`src/rtl/rtc_wk_pkg.sv`:
```
package rtc_wk_pkg;
  // Routing controls as seen by the wake router.
  typedef struct packed {
    logic alarm_en;
    logic sci_en;
    logic smi_sel;
    logic smi_en;
    logic remember_en;
  } wk_ctrl_t;

  // An alarm has to be routed to SMI only when SCI is off and SMI is selected.
  function automatic logic smi_route(input wk_ctrl_t c);
    return !c.sci_en && !c.smi_sel && c.smi_en;
  endfunction
endpackage

```
`src/rtl/rtc_wk_pending.sv`:
```
module rtc_wk_pending (
  input  logic clk,
  input  logic rst,
  input  logic alarm_evt,
  input  logic alarm_en,
  input  logic remember_en,
  input  logic pwr_ok,
  output logic pending,
  output logic replay
);
  logic pending_n;

  // Replay happens on any cycle with power present while a pending alarm is kept.
  assign replay = pending && pwr_ok && remember_en;

  always_comb begin
    pending_n = pending;
    if (!remember_en || pwr_ok) pending_n = 1'b0;
    else if (alarm_evt && alarm_en) pending_n = 1'b1;
  end

  always_ff @(posedge clk) begin
    if (rst) pending <= 1'b0;
    else     pending <= pending_n;
  end

  AST_REM_OFF_CLEARS: assert property (@(posedge clk) disable iff (rst)
    !remember_en |=> !pending);
  AST_PEND_NEEDS_ALARM: assert property (@(posedge clk) disable iff (rst)
    (!pending && !(alarm_evt && alarm_en)) |=> !pending);
endmodule

```
`src/rtl/rtc_wk_status.sv`:
```
module rtc_wk_status (
  input  logic clk,
  input  logic rst,
  input  logic fire,
  input  logic clr_wr,
  input  logic clr_data,
  output logic sts_n,
  output logic sts,
  output logic pulse
);
  // Set has priority over a same-cycle clear.
  assign sts_n = fire || (sts && !(clr_wr && clr_data));

  always_ff @(posedge clk) begin
    if (rst) begin
      sts   <= 1'b0;
      pulse <= 1'b0;
    end else begin
      sts   <= sts_n;
      pulse <= fire;
    end
  end

  AST_SET_WINS: assert property (@(posedge clk) disable iff (rst)
    (fire && clr_wr && clr_data) |=> sts);
  AST_CLR_WORKS: assert property (@(posedge clk) disable iff (rst)
    (!fire && clr_wr && clr_data) |=> !sts);
  AST_STICKY: assert property (@(posedge clk) disable iff (rst)
    (sts && !(clr_wr && clr_data)) |=> sts);
endmodule

```
`src/rtl/rtc_wk_route.sv`:
```
module rtc_wk_route
  import rtc_wk_pkg::*;
(
  input  logic     clk,
  input  logic     rst,
  input  logic     sts_n,
  input  wk_ctrl_t ctrl,
  output logic     pme_req,
  output logic     smi_req
);
  logic to_smi;
  assign to_smi = smi_route(ctrl);

  always_ff @(posedge clk) begin
    if (rst) begin
      pme_req <= 1'b0;
      smi_req <= 1'b0;
    end else begin
      pme_req <= sts_n && ctrl.sci_en;
      smi_req <= sts_n && to_smi;
    end
  end

  AST_PME_SMI_EXCL: assert property (@(posedge clk) disable iff (rst)
    !(pme_req && smi_req));
  AST_PME_FOLLOWS_SCI: assert property (@(posedge clk) disable iff (rst)
    (sts_n && ctrl.sci_en) |=> pme_req);
endmodule

```
`src/rtl/rtc_wake_router.sv`:
```
module rtc_wake_router
  import rtc_wk_pkg::*;
(
  input  logic clk,
  input  logic rst,
  input  logic alarm_evt,
  input  logic alarm_en,
  input  logic sci_en,
  input  logic smi_sel,
  input  logic smi_en,
  input  logic remember_en,
  input  logic stby_pwr_ok,
  input  logic sts_wr,
  input  logic sts_wdata,
  output logic pwr_on_req,
  output logic alarm_sts,
  output logic pme_req,
  output logic smi_req,
  output logic alarm_pending
);
  wk_ctrl_t ctrl;
  logic     replay;
  logic     live_alarm;
  logic     fire;
  logic     sts_n;

  assign ctrl = '{alarm_en: alarm_en, sci_en: sci_en, smi_sel: smi_sel,
                  smi_en: smi_en, remember_en: remember_en};

  assign live_alarm = alarm_evt && ctrl.alarm_en && stby_pwr_ok;
  assign fire       = live_alarm || replay;

  rtc_wk_pending u_pend (
    .clk(clk), .rst(rst), .alarm_evt(alarm_evt), .alarm_en(ctrl.alarm_en),
    .remember_en(ctrl.remember_en), .pwr_ok(stby_pwr_ok),
    .pending(alarm_pending), .replay(replay)
  );

  rtc_wk_status u_sts (
    .clk(clk), .rst(rst), .fire(fire), .clr_wr(sts_wr), .clr_data(sts_wdata),
    .sts_n(sts_n), .sts(alarm_sts), .pulse(pwr_on_req)
  );

  rtc_wk_route u_route (
    .clk(clk), .rst(rst), .sts_n(sts_n), .ctrl(ctrl),
    .pme_req(pme_req), .smi_req(smi_req)
  );

  AST_DISABLED_QUIET: assert property (@(posedge clk) disable iff (rst)
    (alarm_evt && !alarm_en && !(alarm_pending && stby_pwr_ok && remember_en))
      |=> !pwr_on_req);
  AST_ENABLED_WAKE: assert property (@(posedge clk) disable iff (rst)
    (alarm_evt && alarm_en && stby_pwr_ok) |=> (pwr_on_req && alarm_sts));
  AST_NO_WAKE_UNPOWERED: assert property (@(posedge clk) disable iff (rst)
    !stby_pwr_ok |=> !pwr_on_req);
  AST_REPLAY: assert property (@(posedge clk) disable iff (rst)
    (alarm_pending && stby_pwr_ok && remember_en)
      |=> (pwr_on_req && alarm_sts && !alarm_pending));
  AST_PME_NEEDS_STS: assert property (@(posedge clk) disable iff (rst)
    pme_req |-> alarm_sts);
  AST_SMI_NEEDS_STS: assert property (@(posedge clk) disable iff (rst)
    smi_req |-> alarm_sts);
  AST_RESET_CLEAN: assert property (@(posedge clk)
    rst |=> !(pwr_on_req || alarm_sts || pme_req || smi_req || alarm_pending));
endmodule

```
`config.mk`:
```
export PLATFORM = sky130hd
export DESIGN_NAME = rtc_wake_router
export DESIGN_NICKNAME = d
export VERILOG_FILES = /design/src/rtl/rtc_wk_pkg.sv /design/src/rtl/rtc_wk_pending.sv /design/src/rtl/rtc_wk_status.sv /design/src/rtl/rtc_wk_route.sv /design/src/rtl/rtc_wake_router.sv
export SDC_FILE = /design/constraint.sdc
export NUM_CORES = 1
export LEC_CHECK = 0
export CAP_MARGIN = 20
export CORE_AREA = 2 2 39 41
export DETAILED_ROUTE_END_ITERATION = 7
export DIE_AREA = 0 0 41 43
export PLACE_DENSITY = 0.46
export SKIP_LAST_GASP = 1
export SLEW_MARGIN = 20
export SYNTH_ARGS = -nofsm -noshare
export SYNTH_HDL_FRONTEND = slang
export SYNTH_HIERARCHICAL = 1
export SYNTH_SLANG_ARGS = --single-unit
```
`constraint.sdc`:
```
create_clock -name clk -period 4.25 [get_ports clk]
set_clock_uncertainty 0.15 [all_clocks]
set_input_delay 1.275 -clock clk [delete_from_list [all_inputs] [get_ports clk]]
set_output_delay 1.275 -clock clk [all_outputs]
set_load 0.02 [all_outputs]
```
==> impl_metrics.json <==
{
  "first_iter_violations": 1,
  "drcViolationCount": 0,
  "criticalPathCategory": "reg -> out",
  "cts_buffers": 3,
  "ys_top_cells_by_area": "dfxtp_1 51%, a311oi_2 7.6%, nor4b_2 7.6%",
  "avgSynthCellArea_sq_um": 11.0,
  "regToRegEndpoint": "u_route/pme_req",
  "fillers": 160,
  "fp.dieW_microns": 41,
  "io_pins": 16,
  "r2r_start": "u_pend/pending",
  "mostFrequentLayoutCell": "clkdlybuf4s50_1",
  "fmax_mhz": 379,
  "hold_end": "u_sts/sts",
  "grt_pass1_wl_microns": 807,
  "root_buffer": "clkbuf_4",
  "grt_max_degree": 6,
  "crit_required_ns": 2.82,
  "cts_tree": "yes",
  "antenna_cells": 0,
  "cp_data_arrival_time_ns": 1.22,
  "rows": 14,
  "finalCoreUtilization": 0.285,
  "syn_to_final_growth_pct": 99.4,
  "cp-start-kind": "flop",
  "ys_seq_elements": 5,
  "worstRegToRegCells": 4,
  "rsz0062_at_grt": "no",
  "whs_path_depth": 2,
  "routed_wl_microns": 525,
  "leakage_nw": 0.154,
  "netlist_area_sq_um": 198,
  "ant_nets": 0,
  "maxCapViolations": 0,
  "drt_pass1_iterations": 2,
  "outcome": "complete, no violations",
  "power_density_mw_per_mm2": 313,
  "die-height_microns": 43,
  "setup_viol": 0,
  "hold_class": "reg -> reg",
  "port_buffers": 15,
  "routedWlPerCell_microns": 9.91,
  "postCtsHoldBufs": 0,
  "critPathBufInv": 1,
  "tns_ns": 0,
  "ir_drop_mv": 0.0921,
  "cts_resized": 0,
  "hp-start": "u_sts/sts",
  "grt_overflow": 0,
  "hpwl_microns": 435,
  "layout-drive-gt1-share": 0.216,
  "ctsLongestPathBuffers": 2,
  "worstMarginPinSlew_ns": 0.223,
  "synthCells": 18,
  "maxSlewHeadroom": 0.851,
  "finalHoldViolCount": 0,
  "core_sq_mm": 0.00138,
  "cts_htree_levels": 1,
  "yosysSeqAreaShare": 0.506,
  "grt_pass1_vias": 246,
  "cp_max_fo": 3,
  "synth_nets": 29,
  "min_period_ns": 2.64,
  "vias": 221,
  "post_cts.repair.setup_buffers": 0,
  "cp_cell_sequence": "clkdlybuf4s50_1",
  "worstSkewPairLatency_ns": 0.24,
  "gp_congestion": 0.543,
  "fp.dieArea_sq_mm": 0.00176,
  "critPathTopFamily": "buffers and inverters",
  "synth_top_area_cell": "dfxtp_1",
  "ys_types": 12,
  "synth_top_area_frac": 0.506,
  "final_nets": 49,
  "mostFrequentLayoutCells": "15 x clkdlybuf4s50_1, 5 x dfxtp_1, 3 x clkbuf_4, 3 x nor2_1",
  "antenna_found_initial": 0,
  "post-route-period-util": 0.622,
  "vias_per_cell": 4.17,
  "clkTransAtPathRegs_ns": 0.04,
  "cts.sinks": 5,
  "slowest_stage": "clkdlybuf4s50_1",
  "maxSlewViolCount": 0,
  "ys_warn_count": 6,
  "end_kind": "output pin",
  "whs_ns": 0.387,
  "slowest_delay_ns": 0.62,
  "r2r_slack_ns": 2.92,
  "start_util": 0.143,
  "grt_util_all_layers": 0.0775
}
==> how the worst max path moves through the flow <==
stage / start / endpoint / slack (ns) / cells past startpoint
2_1_floorplan: remember_en / u_route/pme_req / 1.97 / 4
3_3_place_gp: stby_pwr_ok / u_route/pme_req / 1.47 / 5
3_5_place_dp: stby_pwr_ok / u_route/pme_req / 1.43 / 5
4_1_cts: u_sts/sts / alarm_sts / 1.59 / 1
5_1_grt: u_sts/sts / alarm_sts / 1.57 / 1
6_report: u_sts/sts / alarm_sts / 1.61 / 1
==> synth_stat cells <==
| library cell | n |
|---|---|
| nand2_1 | 1 |
| a311oi_2 | 1 |
| nor2_1 | 3 |
| a21oi_1 | 1 |
| and3b_2 | 1 |
| a31o_1 | 1 |
| inv_2 | 1 |
| and4b_1 | 1 |
| dfxtp_1 | 5 |
| and3_1 | 1 |
| a21o_2 | 1 |
| nor4b_2 | 1 |
==> flip-flops by register name, summed over array words and instances (netlist names) <==
| name | count |
|---|---|
| u_sts/pulse | 1 |
| u_route/smi_req | 1 |
| u_sts/sts | 1 |
| u_route/pme_req | 1 |
| u_pend/pending | 1 |
==> per-layer routing <==
metal,vias up,global-route usage,share of wire
met2,14,0.116,0.47
met4,0,0.120,0.063
met5,-,0,0
li1,105,-,-
met3,4,0.0157,0.093
met1,98,0.0615,0.37
==> cell families (layout without fill, tap and decap cells) <==
logic type             Yosys count  in the layout  share of synthesized area
AND/OR/NAND/NOR                  8              8                      0.285
buffers and inverters            1             20                     0.0190
flip-flops                       5              5                      0.506
AO/OA/AOI/OAI                    4              4                      0.190
==> power by group <==
part           switching [mW]  leakage [nW]  internal, mW
logic                 0.00712        0.0988        0.0128
clock network          0.0191        0.0150        0.0355
registers            0.000620        0.0406        0.0484
total                  0.0269         0.154        0.0966
==> layout make-up <==
cell class	count	area, sq um	share of cell area
multi-input combinational	12	93.8	0.238
tap	16	20.0	0.0508
sequential	5	100	0.254
clock buffer	4	26.3	0.0667
timing repair buffer	15	150	0.381
inverter	1	3.75	0.00952
==> through the flow <==
step	worst slack [ns]	std cells	instance area (sq um)	power, mW
after floorplan	1.97	18	198	0.0556
after detailed placement	1.43	49	368	0.0699
after CTS	1.59	53	394	0.126
after global routing	1.57	53	394	0.130
after global placement	1.47	49	368	0.0692
final	1.61	53	394	0.123
(Power assumes the default switching activity.)
